## src/rtl/line_mix_pkg.sv

```systemverilog
// Package: shared widths and the microphone attenuation coefficients.
// Assumes samples are two's-complement and gains are Q1.15 multipliers.
package line_mix_pkg;

    localparam int GAIN_FRAC = 15;
    localparam int COEF_W    = GAIN_FRAC + 2;

    typedef enum logic [2:0] {
        LM_STEREO = 3'd0,
        LM_LEFT   = 3'd1,
        LM_RIGHT  = 3'd2,
        LM_HALF   = 3'd3,
        LM_CUT    = 3'd4
    } line_mode_e;

    // Map a 3-bit volume step to its Q1.15 multiplier; the last step mutes.
    function automatic logic [COEF_W-1:0] vol_coef(input logic [2:0] code);
        logic [COEF_W-1:0] k;
        case (code)
            3'd0:    k = COEF_W'(32768);
            3'd1:    k = COEF_W'(26029);
            3'd2:    k = COEF_W'(20675);
            3'd3:    k = COEF_W'(16423);
            3'd4:    k = COEF_W'(11627);
            3'd5:    k = COEF_W'(8231);
            3'd6:    k = COEF_W'(5827);
            default: k = '0;
        endcase
        return k;
    endfunction

endpackage

```

## src/rtl/mic_scaler.sv

```systemverilog
// Module: mic_scaler
// Attenuates one signed sample by a stepped volume code, using a Q1.15
// multiply and a floor shift. Assumes the coefficient never exceeds unity,
// so the result always fits the sample width. The clock is used only by
// the assertion.
module mic_scaler
    import line_mix_pkg::*;
#(
    parameter int DW = 16
) (
    input  logic                 clk,
    input  logic                 rst_n,
    input  logic        [2:0]    vol_i,
    input  logic signed [DW-1:0] smp_i,
    output logic signed [DW-1:0] scaled_o
);
    localparam int PW = DW + COEF_W + 1;

    logic signed [COEF_W:0]  coef_s;
    logic signed [PW-1:0]    prod;
    logic [PW-DW-GAIN_FRAC-1:0] hi_unused;
    logic [GAIN_FRAC-1:0]    lo_unused;

    // Signed product of sample and non-negative coefficient.
    always_comb begin
        coef_s = $signed({1'b0, vol_coef(vol_i)});
        prod   = PW'(smp_i) * PW'(coef_s);
    end

    // Dropping the fraction bits of a two's-complement value gives the floor.
    assign {hi_unused, scaled_o, lo_unused} = prod;


    no_gain_chk: assert property (@(posedge clk) disable iff (!rst_n)
        !smp_i[DW-1] |-> (!scaled_o[DW-1] && (scaled_o <= smp_i)));

endmodule

```

## src/rtl/line_matrix.sv

```systemverilog
// Module: line_matrix
// Builds the line contribution to each channel from the mode code:
// pass-through, either side as mono, the floored half-sum, or the
// saturated difference. Assumes the reserved codes fall back to stereo.
module line_matrix
    import line_mix_pkg::*;
#(
    parameter int DW = 16
) (
    input  logic        [2:0]    mode_i,
    input  logic signed [DW-1:0] left_i,
    input  logic signed [DW-1:0] right_i,
    output logic signed [DW-1:0] mix_l_o,
    output logic signed [DW-1:0] mix_r_o
);
    localparam logic signed [DW-1:0] POS_FULL = {1'b0, {(DW-1){1'b1}}};
    localparam logic signed [DW-1:0] NEG_FULL = {1'b1, {(DW-1){1'b0}}};

    logic signed [DW:0]   hsum;
    logic signed [DW:0]   diff;
    logic signed [DW-1:0] half;
    logic                 half_lsb_unused;
    logic signed [DW-1:0] cut;

    // Widened sum and difference, so that neither can wrap.
    always_comb begin
        hsum = (DW+1)'(left_i) + (DW+1)'(right_i);
        diff = (DW+1)'(left_i) - (DW+1)'(right_i);
    end

    assign {half, half_lsb_unused} = hsum;

    // Clamp the difference when its top two bits disagree.
    always_comb begin
        if (diff[DW] != diff[DW-1]) cut = diff[DW] ? NEG_FULL : POS_FULL;
        else                        cut = diff[DW-1:0];
    end

    // Route according to the mode code.
    always_comb begin
        case (line_mode_e'(mode_i))
            LM_LEFT:  begin mix_l_o = left_i;  mix_r_o = left_i;  end
            LM_RIGHT: begin mix_l_o = right_i; mix_r_o = right_i; end
            LM_HALF:  begin mix_l_o = half;    mix_r_o = half;    end
            LM_CUT:   begin mix_l_o = cut;     mix_r_o = cut;     end
            default:  begin mix_l_o = left_i;  mix_r_o = right_i; end
        endcase
    end

endmodule

```

## src/rtl/line_mode_mixer.sv

```systemverilog
// Module: line_mode_mixer (top)
// Registered stereo mixer. On each valid strobe it routes the line pair
// by mode, adds both attenuated microphones and the echo to each channel,
// saturates, and registers the result with one cycle of latency. Assumes
// the control codes are sampled only on strobe cycles, so each output
// sample uses exactly one set of codes.
module line_mode_mixer
    import line_mix_pkg::*;
#(
    parameter int DW   = 16,
    parameter int NMIC = 2
) (
    input  logic                 clk,
    input  logic                 rst_n,
    input  logic                 in_valid,
    input  logic        [2:0]    line_mode,
    input  logic        [2:0]    mic_a_vol,
    input  logic        [2:0]    mic_b_vol,
    input  logic signed [DW-1:0] line_left,
    input  logic signed [DW-1:0] line_right,
    input  logic signed [DW-1:0] mic_a,
    input  logic signed [DW-1:0] mic_b,
    input  logic signed [DW-1:0] echo_in,
    output logic                 out_valid,
    output logic signed [DW-1:0] out_left,
    output logic signed [DW-1:0] out_right
);
    localparam int SW = DW + $clog2(NMIC + 2) + 1;
    localparam logic signed [SW-1:0] SUM_MAX = SW'({1'b0, {(DW-1){1'b1}}});
    localparam logic signed [SW-1:0] SUM_MIN = ~SUM_MAX;
    localparam logic signed [DW-1:0] POS_FULL = {1'b0, {(DW-1){1'b1}}};
    localparam logic signed [DW-1:0] NEG_FULL = {1'b1, {(DW-1){1'b0}}};

    logic        [2:0]    mic_vol [NMIC];
    logic signed [DW-1:0] mic_smp [NMIC];
    logic signed [DW-1:0] mic_scl [NMIC];
    logic signed [DW-1:0] mix_l, mix_r;
    logic signed [SW-1:0] sum_l, sum_r;
    logic signed [DW-1:0] sat_l, sat_r;

    // Gather the microphone inputs into arrays for the scaler loop.
    always_comb begin
        mic_vol[0] = mic_a_vol;
        mic_vol[1] = mic_b_vol;
        mic_smp[0] = mic_a;
        mic_smp[1] = mic_b;
    end

    genvar gi;
    generate
        for (gi = 0; gi < NMIC; gi++) begin : g_mic
            mic_scaler #(.DW(DW)) u_scaler (
                .clk      (clk),
                .rst_n    (rst_n),
                .vol_i    (mic_vol[gi]),
                .smp_i    (mic_smp[gi]),
                .scaled_o (mic_scl[gi])
            );
        end
    endgenerate

    line_matrix #(.DW(DW)) u_matrix (
        .mode_i  (line_mode),
        .left_i  (line_left),
        .right_i (line_right),
        .mix_l_o (mix_l),
        .mix_r_o (mix_r)
    );

    // Add the echo and every scaled microphone onto both line terms.
    always_comb begin
        sum_l = SW'(mix_l) + SW'(echo_in);
        sum_r = SW'(mix_r) + SW'(echo_in);
        for (int m = 0; m < NMIC; m++) begin
            sum_l = sum_l + SW'(mic_scl[m]);
            sum_r = sum_r + SW'(mic_scl[m]);
        end
    end

    // Clamp both wide sums to the sample range.
    always_comb begin
        if (sum_l > SUM_MAX)      sat_l = POS_FULL;
        else if (sum_l < SUM_MIN) sat_l = NEG_FULL;
        else                      sat_l = sum_l[DW-1:0];
        if (sum_r > SUM_MAX)      sat_r = POS_FULL;
        else if (sum_r < SUM_MIN) sat_r = NEG_FULL;
        else                      sat_r = sum_r[DW-1:0];
    end

    // Output register: load only on a strobe, otherwise hold.
    always_ff @(posedge clk) begin
        if (!rst_n) begin
            out_valid <= 1'b0;
            out_left  <= '0;
            out_right <= '0;
        end else begin
            out_valid <= in_valid;
            if (in_valid) begin
                out_left  <= sat_l;
                out_right <= sat_r;
            end
        end
    end


    valid_follow_chk: assert property (@(posedge clk) disable iff (!rst_n)
        in_valid |=> out_valid);


    valid_idle_chk: assert property (@(posedge clk) disable iff (!rst_n)
        !in_valid |=> !out_valid);


    hold_chk: assert property (@(posedge clk) disable iff (!rst_n)
        !in_valid |=> ($stable(out_left) && $stable(out_right)));


    mono_chk: assert property (@(posedge clk) disable iff (!rst_n)
        (in_valid && (line_mode == 3'd1 || line_mode == 3'd2))
        |=> (out_left == out_right));


    cut_null_chk: assert property (@(posedge clk) disable iff (!rst_n)
        (in_valid && line_mode == 3'd4 && line_left == line_right &&
         mic_a_vol == 3'd7 && mic_b_vol == 3'd7 && echo_in == '0)
        |=> (out_left == '0 && out_right == '0));

endmodule

```

## config.mk

```make
export PLATFORM = sky130hd
export DESIGN_NAME = line_mode_mixer
export DESIGN_NICKNAME = d
export VERILOG_FILES = /design/src/rtl/line_mix_pkg.sv /design/src/rtl/mic_scaler.sv /design/src/rtl/line_matrix.sv /design/src/rtl/line_mode_mixer.sv
export SDC_FILE = /design/constraint.sdc
export NUM_CORES = 1
export LEC_CHECK = 0
export BUFFER_PORTS_ARGS = -buffer_cell sky130_fd_sc_hd__clkbuf_2
export CORE_MARGIN = 8
export CORE_UTILIZATION = 30
export CTS_CLUSTER_DIAMETER = 40
export CTS_CLUSTER_SIZE = 8
export DETAILED_ROUTE_END_ITERATION = 12
export SLEW_MARGIN = 20
export SYNTH_ARGS = -nofsm -noshare
export SYNTH_HDL_FRONTEND = slang
export SYNTH_HIERARCHICAL = 1
export SYNTH_SLANG_ARGS = --single-unit
```

## constraint.sdc

```tcl
create_clock -name clk -period 13.4 [get_ports clk]
set_input_delay 0.67 -clock clk [delete_from_list [all_inputs] [get_ports clk]]
set_output_delay 0.67 -clock clk [all_outputs]
set_load 0.005 [all_outputs]
```

* Word-level counts from Yosys, hierarchy flattened
Index checks and enable logic that the tools add are counted.
Operators by class: $add $sub $neg 8, multiply operators 2, magnitude comparators 4, equality and inequality tests 17, muxes and demuxes 10, reduce and logical (&&, ||, !) cells 2
Operator list (number):
- 16-bit one-hot mux with 7 select lines | 2
- 16-bit 2-to-1 mux | 6
- 16-bit one-hot mux with 3 select lines | 2
- 16-bit by 17-bit multiplier with 31-bit output | 2
- 16-bit by 16-bit adder with 17-bit output | 3
- 18-bit by 16-bit adder with 19-bit output | 2
- 19-bit by 16-bit > comparator with 1-bit output, second input constant | 2
- 19-bit by 16-bit < comparator with 1-bit output, second input constant | 2
- 17-bit by 16-bit adder with 18-bit output | 2
- 3-bit == test, second input constant | 7
- 3-bit by 2-bit == test with 1-bit output, second input constant | 6
- 16-bit by 16-bit subtractor with 17-bit output | 1
- 3-bit by 1-bit == test with 1-bit output, second input constant | 3
- 3-bit zero test | 2
- 1-bit != test | 1
Word-level totals: flip-flop bits (word level) 33, input bits 92, output and inout port bits 33

* Longest topological paths before layout
Gate-level depths: netlist of the first run.
depth in word-level cells 10, depth in mapped cells 41, gate-level depth less buffers 38

* Cells and area by module
Netlist of the first run, hierarchy kept.
By module, submodules not included:
- mic_scaler (g_mic[0].u_scaler) | instances 1, cells each 976, area an instance 8326.7 um^2
- mic_scaler (g_mic[1].u_scaler) | instances 1, cells each 950, area an instance 8214.1 um^2
- line_mode_mixer | instances 1, cells each 505, area an instance 4245.3 um^2
- line_matrix | instances 1, cells each 415, area an instance 2825.2 um^2

* Least setup slack after synthesis of the first run
OpenSTA, ideal clock, no wires.
path kind input -> register, start input mic_a_vol[0], end register out_left[10], arrival time 9.696 ns, required time 13.278 ns, slack 3.582 ns, stages on the path 38, cells stage by stage clkbuf_1 nand2b_1 a21oi_1 clkbuf_1 and2_1 fa_1 inv_1 fa_1 fa_1 inv_1 fa_1 fa_1 inv_1 fa_1 inv_1 ha_1 a21oi_1 a21oi_1 [2 not listed] a21oi_1 xnor2_1 inv_1 fa_1 inv_1 fa_1 ha_1 fa_1 a211oi_1 o21ai_1 o211ai_2 a21oi_2 o41ai_2 xnor2_1 a31oi_1 nor2_1 buf_2 a21oi_1
RTL lines:
- start, declared | line line_mode_mixer.sv:17 | input logic [2:0] mic_a_vol,
- end signal, assigned | line line_mode_mixer.sv:99 | out_left <= sat_l;
- end, declared | line line_mode_mixer.sv:25 | output logic signed [DW-1:0] out_left,

==> results of run 1 <==
-- stage by stage --
stage               worst slack, ps  util [%]
global placement               2210      32.2
finish                         2300      32.3
floorplan                      3580         -
detailed placement             2080      32.2
global route                   1520      32.3
CTS                            2320      32.3
-- sequential cells by signal, indices dropped and copies added, names as in the netlist --
signal     count
out_valid      1
out_left      16
out_right     16
-- cell usage in the layout (no fill, tap or decap), types with 6 or more instances in the layout --
cell / instances
nor3_1: 22
a31o_2: 6
a21oi_1: 137
fa_1: 404
a22o_1: 14
o21ai_1: 7
a2111oi_0: 8
o211ai_1: 20
clkbuf_2: 124
a21o_1: 31
nor2_1: 107
ha_1: 314
xnor2_1: 58
o21ai_0: 75
inv_1: 643
a22oi_1: 13
nand4_1: 7
o221ai_1: 8
a31oi_1: 16
nand2_1: 278
and3_1: 43
o21bai_1: 17
buf_4: 23
nor2b_1: 12
nand3_1: 38
xor2_1: 29
o21a_1: 14
o22ai_2: 10
dfxtp_1: 33
nor2_2: 11
nand2b_1: 22
and2_1: 186
a211oi_1: 22
a221oi_1: 15
or3_1: 7
-- worst max path at each step --
stage | slack [ps] | start | depth (start not counted) | endpoint
floorplan | 3580 | mic_a_vol[0] | 38 | out_left[10]$_SDFFE_PN0P_
global placement | 2210 | mic_a_vol[2] | 36 | out_left[1]$_SDFFE_PN0P_
detailed placement | 2080 | mic_b_vol[2] | 35 | out_right[14]$_SDFFE_PN0P_
CTS | 2320 | mic_b_vol[2] | 35 | out_right[14]$_SDFFE_PN0P_
global route | 1520 | mic_b_vol[2] | 35 | out_right[8]$_SDFFE_PN0P_
finish | 2300 | mic_b_vol[2] | 38 | out_right[14]$_SDFFE_PN0P_
-- per-layer routing --
| metal | GRT usage (%) | vias up | share of wire, % |
|---|---|---|---|
| li1 | - | 9141 | - |
| met1 | 21.0 | 9341 | 45 |
| met2 | 24.7 | 489 | 45 |
| met3 | 2.85 | 90 | 6.6 |
| met4 | 4.34 | 10 | 2.9 |
| met5 | 0 | - | 0.10 |
-- area by class of cell --
cell class,count,area (um2)
Timing Repair Buffer,147,793
Inverter,645,2420
Clock buffer,5,125
Tap cell,1050,1310
Multi-Input combinational cell,2058,20100
Fill cell,8332,53100
Clock inverter,3,17.5
Sequential cell,33,661
-- worst max-delay path, delay by kind of cell --
kind	cells	cell delay [ps]
buffers and inverters	9	1220
adder cells (fa/ha/maj)	10	4640
XOR/XNOR	1	180
AO/OA/AOI/OAI	10	3150
AND/OR/NAND/NOR	8	1410
-- logic make-up (layout without fill, tap and decap cells) --
| family | after synthesis | count (layout) | synth area share, % |
|---|---|---|---|
| XOR/XNOR | 88 | 88 | 3.30 |
| adder cells (fa/ha/maj) | 719 | 719 | 50.9 |
| buffers and inverters | 755 | 800 | 12.3 |
| AND/OR/NAND/NOR | 762 | 762 | 16.0 |
| multiplexers | 5 | 5 | 0.217 |
| flip-flops | 33 | 33 | 2.80 |
| AO/OA/AOI/OAI | 484 | 484 | 14.5 |
==> summary.md, run 1 <==
| Metric | Value |
|---|---|
| Number of enable flip-flop cells after synthesis | `0` |
| Row cnt | `103` |
| Worst hold-check path type | `reg2reg` |
| Root buf cell | `clkbuf_16` |
| Data arrival time of the critical path | `11,300 ps` |
| Non-Filler Instances | `3,941` |
| Clk buf depth | `2` |
| CTS tree | `yes` |
| Register bit total from synthesis | `33` |
| Hold Worst Slack | `497 ps` |
| Number of global-route vias before repair | `19,700` |
| Worst reg2reg endpoint | `out_left[2]$_SDFFE_PN0P_` |
| HPWL after DPL | `57.1 mm` |
| Antenna violations before repair | `5` |
| Min Tclk post-route | `11,100 ps` |
| CP max stage delay | `850 ps` |
| CP Capture Type | `flip-flop` |
| Library cells used by synthesis | `92` |
| Number of max-cap violations | `0` |
| Vias per Instance | `4.84` |
| Largest net degree at the start of global routing | `39` |
| Final antenna-violating net count | `0` |
| R2r setup slk | `12,560 ps` |
| Die H | `297 um` |
| Full die area | `87,900 um2` |
| Share of cells above drive strength 1 | `7.47%` |
| Reg2Reg Depth | `2` |
| Status | `complete, no violations` |
| Gr ovfl total | `0` |
| RSZ-0062 raised after global routing | `false` |
| Async set-or-reset flop fraction in the synthesized netlist | `0%` |
| Wirelength per Cell | `16.8 um` |
| Fmax | `90.1 MHz` |
| Hold buffer count at cts | `0` |
| Worst slew pin tran | `1100 ps` |
| YS warnings | `6` |
| WL final | `66.3 mm` |
| Clock-pin slew on the worst setup and hold paths | `60 ps` |
| R2R Path Start | `out_left[2]$_SDFFE_PN0P_` |
| Final hold vios | `0` |
| ANT cells | `0` |
| Hold Startpoint | `out_left[0]$_SDFFE_PN0P_` |
| Post-CTS Resized | `0` |
| Crit-path most repeated cell | `fa_1` |
| Slowest cell on crit path | `a41oi_2` |
| Post-Syn Area per Cell | `8.30 um2` |
| Yosys top cell area share | `34.3%` |
| Initial Util | `30.1%` |
| TNS Setup | `0 ps` |
| Port Buffer Count | `124` |
| Crit Path Class | `in2reg` |
| Total nets after synthesis | `3,656` |
| Global-route wire length before repair | `108 mm` |
| Startpoint Class | `input pin` |
| Cells after Synth | `2,846` |
| Most common cell in the synthesized netlist | `inv_1` |
| # IOs | `125` |
| Rel. slew slack | `26.6%` |
| Die X | `297 um` |
| Endpoints failing setup | `0` |
| Drt pass-1 iters | `5` |
| Fin. max-slew vios | `0` |
| DRC viols | `0` |
| Cell area after synthesis | `23,600 um2` |
| Final Cell Area | `25,400 um2` |
| Final Skew | `0 ps` |
| Post-CTS setup buffers | `0` |
| Seq/Total Area, Yosys | `2.80%` |
| Initial detailed-routing violation count | `1,047` |
| Required time worst endpoint | `13,610 ps` |
| P&R area growth vs syn | `7.53%` |
| Dpl cell area | `25,200 um2` |
| Routed via count | `19,100` |
| Nets | `3,700` |
| Dpl cells | `3,933` |
| RePlAce Congestion | `0.865` |
| CTS sink cnt | `33` |
| TritonCTS Buffers | `5` |
| Crit share post-route | `82.8%` |
| Ys flop type | `dfxtp_1` |
| CORE AREA | `78,500 um2` |
| Top post-synthesis cells by count | `643 x inv_1, 404 x fa_1, 314 x ha_1` |
| H-tree Lvls | `2` |
| All-Layer GR Usage | `15.3%` |
| Clk Latency, worst-skew pair | `280 ps` |
| Crit-path max FO | `25` |
| Hold Path Sink | `out_left[0]$_SDFFE_PN0P_` |
| WHS Path Cells | `2` |
| Area contributors post-synth | `fa_1 34%, ha_1 17%, inv_1 10%` |
| Synth area leader | `fa_1` |
Power of run 1 is left out: the tool's default activity adds up to more than one toggle a clock period on the data nets, which glitch-free logic cannot reach.
==> run 2, diff against run 1 <==
==> constraint.sdc (replaced) <==
create_clock -name clk -period 11.3 [get_ports clk]
set_input_delay 0.565 -clock clk [delete_from_list [all_inputs] [get_ports clk]]
set_output_delay 0.565 -clock clk [all_outputs]
set_load 0.005 [all_outputs]
==> run 2 against run 1 <==
Net effect:
- die area unchanged
- core utilization is 0.25 points higher
- critical path depth decreased by 1
- register-to-register slack got worse by 2100 ps
- global-route usage hardly changed
- wire length grew 1.3%
- hold slack got worse by 15 ps
- critical path type unchanged
- critical endpoint is now out_right[13]$_SDFFE_PN0P_
==> summary.md, run 2 (synthesis results as in run 1) <==
| Metric | Value |
|---|---|
| Layout fillers | `8,327 (-0.060%)` |
| Fmax | `95.2 MHz` |
| Fin. max-slew vios | `0 (unchanged)` |
| Min Tclk post-route | `10,510 ps` |
| Commonest non-fill, non-tap cell in the layout | `inv_1` |
| TritonCTS Buffers | `5 (unchanged)` |
| HPWL after DPL | `58.7 mm (+2.9%)` |
| Largest net degree at the start of global routing | `39 (unchanged)` |
| Wirelength per Cell | `16.9 um (+0.71%)` |
| Drt pass-1 iters | `5 (unchanged)` |
| RSZ-0062 raised after global routing | `false` |
| P&R area growth vs syn | `8.35%` |
| Final Skew | `0 ps (unchanged)` |
| Initial detailed-routing violation count | `1,091 (+4.2%)` |
| Share of cells above drive strength 1 | `8.08% (+0.61 points)` |
| All-Layer GR Usage | `15.3% (-0.031 points)` |
| Port Buffer Count | `124 (unchanged)` |
| Required time worst endpoint | `11,470 ps (-2140 ps)` |
| WL final | `67.2 mm (+1.3%)` |
| Gr ovfl total | `0 (unchanged)` |
| Startpoint Class | `input pin` |
| Crit Path Class | `in2reg` |
| Crit-path max FO | `25 (unchanged)` |
| # IOs | `125 (unchanged)` |
| Row cnt | `103 (unchanged)` |
| Full die area | `87,900 um2 (unchanged)` |
| TNS Setup | `0 ps (unchanged)` |
| CTS tree | `yes` |
| H-tree Lvls | `2 (unchanged)` |
| RePlAce Congestion | `0.887 (+2.6%)` |
| Data arrival time of the critical path | `10,680 ps (-620 ps)` |
| Vias per Instance | `4.85 (+0.14%)` |
| Final antenna-violating net count | `0 (unchanged)` |
| Worst slew pin tran | `1130 ps (+35.3 ps)` |
| Worst hold-check path type | `reg2reg` |
| Status | `complete, no violations` |
| Number of global-route vias before repair | `19,400 (-1.5%)` |
| CP Capture Type | `flip-flop` |
| Rel. slew slack | `24.2% (-2.4 points)` |
| Number of max-cap violations | `0 (unchanged)` |
| DRC viols | `0 (unchanged)` |
| Clk Latency, worst-skew pair | `280 ps (about the same)` |
| Crit share post-route | `93.0%` |
| Non-Filler Instances | `3,963 (+0.56%)` |
| Crit-path most repeated cell | `fa_1` |
| Dpl cells | `3,951 (+0.46%)` |
| Die X | `297 um (unchanged)` |
| CP max stage delay | `550 ps (-300 ps)` |
| Slowest cell on crit path | `fa_1` |
| CORE AREA | `78,500 um2 (unchanged)` |
| Die H | `297 um (unchanged)` |
| Routed via count | `19,200 (+0.70%)` |
| Root buf cell | `clkbuf_16` |
| Largest registers | `out_left x16, out_right x16, out_valid x1` |
| Initial Util | `30.1% (unchanged)` |
| Endpoints failing setup | `0 (unchanged)` |
| Final hold vios | `0 (unchanged)` |
| CTS sink cnt | `33 (unchanged)` |
| Post-CTS setup buffers | `0 (unchanged)` |
| Most frequent cells in the layout | `643 x inv_1, 404 x fa_1, 314 x ha_1` |
| Clk buf depth | `2 (unchanged)` |
| Nets | `3,718 (+0.49%)` |
| Global-route wire length before repair | `108 mm (-0.32%)` |
| Antenna violations before repair | `3 (-2)` |
| Clock-pin slew on the worst setup and hold paths | `60 ps (about the same)` |
## run 2: cell types whose count changed in the layout (fill, tap and decap cells not counted), sizes merged
cell	previous run	this run
diode	0	4
clkbuf	129	130
bufinv	0	1
buf	23	41
clkinv	4	2
## run 2: worst max-delay path, delay by kind of cell
kind / cells / cell delay, ps
XOR/XNOR: 2 / 440
AND/OR/NAND/NOR: 5 / 1000
adder cells (fa/ha/maj): 11 / 4960
buffers and inverters: 10 / 1090
AO/OA/AOI/OAI: 9 / 2600
## run 2: final timing paths
path         slack, ps                startpoint  cells after the start                    endpoint
max reg2reg      10460  out_left[3]$_SDFFE_PN0P_                      2    out_left[3]$_SDFFE_PN0P_
max                790              mic_a_vol[2]                     37  out_right[13]$_SDFFE_PN0P_
min reg2reg        480  out_left[0]$_SDFFE_PN0P_                      2    out_left[0]$_SDFFE_PN0P_
min                480  out_left[0]$_SDFFE_PN0P_                      2    out_left[0]$_SDFFE_PN0P_
## run 2: cell type report
cell class | instances | area, um2 | share of cell area (%)
multi-input combinational | 2058 | 20100 | 78.5
inverter | 645 | 2420 | 9.46
tap | 1050 | 1310 | 5.14
timing repair buffer | 165 | 928 | 3.63
sequential | 33 | 661 | 2.58
clock buffer | 6 | 139 | 0.543
clock inverter | 2 | 37.5 | 0.147
antenna | 4 | 10.0 | 0.0391
## run 2: stage by stage
stage / setup slack, ps / utilization [%] / hold WS [ps] / instance area [um2]
after floorplan: 1590 / - / 472 / 23600
after global placement: 477 / 32.3 / 485 / 25400
after detailed placement: 398 / 32.3 / 480 / 25400
after CTS: 668 / 32.6 / 488 / 25600
after global routing: 131 / 32.6 / 504 / 25600
final: 792 / 32.6 / 482 / 25600
## run 2: what timing repair did
action,4_1_cts,5_1_grt
endpoints found under the setup margin,0,8
hold buffers,0,0
resized for setup,0,2
## run 2: metal layers
layer | wire length (um) | GRT usage, % | vias to the layer above
li1 | - | - | 9180
met1 | 30400 | 21.1 | 9465
met2 | 31400 | 25.6 | 494
met3 | 4290 | 2.40 | 63
met4 | 1130 | 2.57 | 2
met5 | 13 | 0 | -
Power of run 2 is left out for the same reason.
==> run 3, diff against run 2 <==
--- a/config.mk
+++ b/config.mk
@@ -7,10 +7,11 @@
 export LEC_CHECK = 0
 export BUFFER_PORTS_ARGS = -buffer_cell sky130_fd_sc_hd__clkbuf_2
 export CORE_MARGIN = 8
-export CORE_UTILIZATION = 30
+export CORE_UTILIZATION = 56
 export CTS_CLUSTER_DIAMETER = 40
 export CTS_CLUSTER_SIZE = 8
 export DETAILED_ROUTE_END_ITERATION = 12
+export PLACE_DENSITY = 0.74
 export SLEW_MARGIN = 20
 export SYNTH_ARGS = -nofsm -noshare
 export SYNTH_HDL_FRONTEND = slang
==> run 3 against run 2 <==
Net effect:
- first-iteration DRC count increased by 39%
- sequential share of layout area is 0.068 points higher
- die area down 44%
- clock-buffer cell count unchanged
==> summary.md, run 3 (synthesis results as in run 1) <==
| Metric | Value |
|---|---|
| Die H | `221 um (-25%)` |
| Crit-path max FO | `15 (-40%)` |
| CP max stage delay | `540 ps (about the same)` |
| Dpl cells | `3,439 (-13%)` |
| Routed via count | `19,900 (+3.5%)` |
| Share of cells above drive strength 1 | `8.05% (-0.032 points)` |
| Non-Filler Instances | `3,447 (-13%)` |
| RSZ-0062 raised after global routing | `false` |
| Crit Path Class | `in2reg` |
| Worst slew pin tran | `991 ps (-142 ps)` |
| Gr ovfl total | `0 (unchanged)` |
| Final hold vios | `0 (unchanged)` |
| Hold buffer count at cts | `0 (unchanged)` |
| Full die area | `49,000 um2 (-44%)` |
| Most frequent cells in the layout | `643 x inv_1, 404 x fa_1, 314 x ha_1` |
| R2r setup slk | `10,470 ps (about the same)` |
| Met3 Track Usage GR | `3.40% (+1.0 points)` |
| Die X | `221 um (-25%)` |
| Largest net degree at the start of global routing | `39 (unchanged)` |
| Data arrival time of the critical path | `10,860 ps (+180 ps)` |
| Initial detailed-routing violation count | `1,517 (+39%)` |
| Grt peak-use layer | `met2` |
| Clock-pin slew on the worst setup and hold paths | `60 ps (about the same)` |
| Status | `complete, no violations` |
| Hold Worst Slack | `485 ps (+2.41 ps)` |
| Row cnt | `75 (-27%)` |
| Port Buffer Count | `124 (unchanged)` |
| # IOs | `125 (unchanged)` |
| Commonest non-fill, non-tap cell in the layout | `inv_1` |
| Final Skew | `0 ps (unchanged)` |
| Clk Latency, worst-skew pair | `280 ps (about the same)` |
| RePlAce Congestion | `0.970 (+9.3%)` |
| Endpoints failing setup | `0 (unchanged)` |
| ANT cells | `0 (-4)` |
| WL final | `63.7 mm (-5.2%)` |
| Crit share post-route | `94.8% (+1.8 points)` |
| Rel. slew slack | `34.0% (+9.8 points)` |
| Min Tclk post-route | `10,710 ps (+203 ps)` |
| Root buf cell | `clkbuf_16` |
| CTS tree | `yes` |
| Antenna violations before repair | `0 (-3)` |
| Post-CTS setup buffers | `0 (unchanged)` |
| Worst hold-check path type | `reg2reg` |
| TritonCTS Buffers | `5 (unchanged)` |
| Nets | `3,717 (-0.027%)` |
| Slowest cell on crit path | `fa_1` |
| Met2 usage | `44.1% (+19 points)` |
| Initial Util | `56.5% (+26 points)` |
| Required time worst endpoint | `11,450 ps (-20 ps)` |
| P&R area growth vs syn | `5.56%` |
| Number of max-cap violations | `0 (unchanged)` |
| HPWL after DPL | `54.6 mm (-7.0%)` |
| Fmax | `93.4 MHz (-1.9%)` |
| Largest registers | `out_left x16, out_right x16, out_valid x1` |
| Wirelength per Cell | `18.5 um (+9.0%)` |
| Vias per Instance | `5.76 (+19%)` |
| CORE AREA | `41,800 um2 (-47%)` |
| Post-CTS Resized | `0 (unchanged)` |
| Drt pass-1 iters | `8 (+3)` |
| Number of global-route vias before repair | `20,800 (+6.8%)` |
| DRC viols | `0 (unchanged)` |
| Fin. max-slew vios | `0 (unchanged)` |
| Clk buf depth | `2 (unchanged)` |
| Crit-path most repeated cell | `fa_1` |
| Layout fillers | `3,752 (-55%)` |
| TNS Setup | `0 ps (unchanged)` |
| Global-route wire length before repair | `106 mm (-1.3%)` |
| CP Capture Type | `flip-flop` |
| Final antenna-violating net count | `0 (unchanged)` |
| All-Layer GR Usage | `25.9% (+11 points)` |
| GRT met1 Usage | `34.3% (+13 points)` |
| H-tree Lvls | `2 (unchanged)` |
| Startpoint Class | `input pin` |
| CTS sink cnt | `33 (unchanged)` |
[run 3: worst max-delay path, delay by kind of cell]
family	cells	cell delay (ps)
buf+inv	7	670
fa+ha+maj	11	5090
xor+xnor	2	440
simple gates	9	2060
compound gates	7	1990
[run 3: path summary, 6_finish.rpt]
path	startpoint	end	cells past startpoint
setup / recovery	mic_a_vol[2]	out_right[7]$_SDFFE_PN0P_	36
hold / removal	out_left[0]$_SDFFE_PN0P_	out_left[0]$_SDFFE_PN0P_	2
setup reg to reg	out_right[15]$_SDFFE_PN0P_	out_right[15]$_SDFFE_PN0P_	2
hold reg to reg	out_left[0]$_SDFFE_PN0P_	out_left[0]$_SDFFE_PN0P_	2
[run 3: cell type report]
class | instances | area [um2] | area share (%)
inverter | 645 | 2420 | 9.71
multi-input combinational | 2058 | 20100 | 80.5
timing repair buffer | 164 | 921 | 3.69
clock buffer | 6 | 139 | 0.557
sequential | 33 | 661 | 2.65
tap | 539 | 674 | 2.71
clock inverter | 2 | 37.5 | 0.151
[run 3: routing by layer]
layer	wire length, um	up-vias	share of wire [%]
met3	4480	139	7.0
met1	26700	9744	42
met4	1970	0	3.1
met5	0	-	0
met2	30600	826	48
li1	-	9162	-
[run 3: through the flow]
step	worst slack [ps]	utilization (%)	cell area, um2
floorplan	1590	-	23600
global placement	519	59.2	24700
detailed placement	274	59.2	24700
CTS	550	59.7	24900
global route	13.2	59.7	24900
finish	590	59.7	24900
Power of run 3 is left out for the same reason.
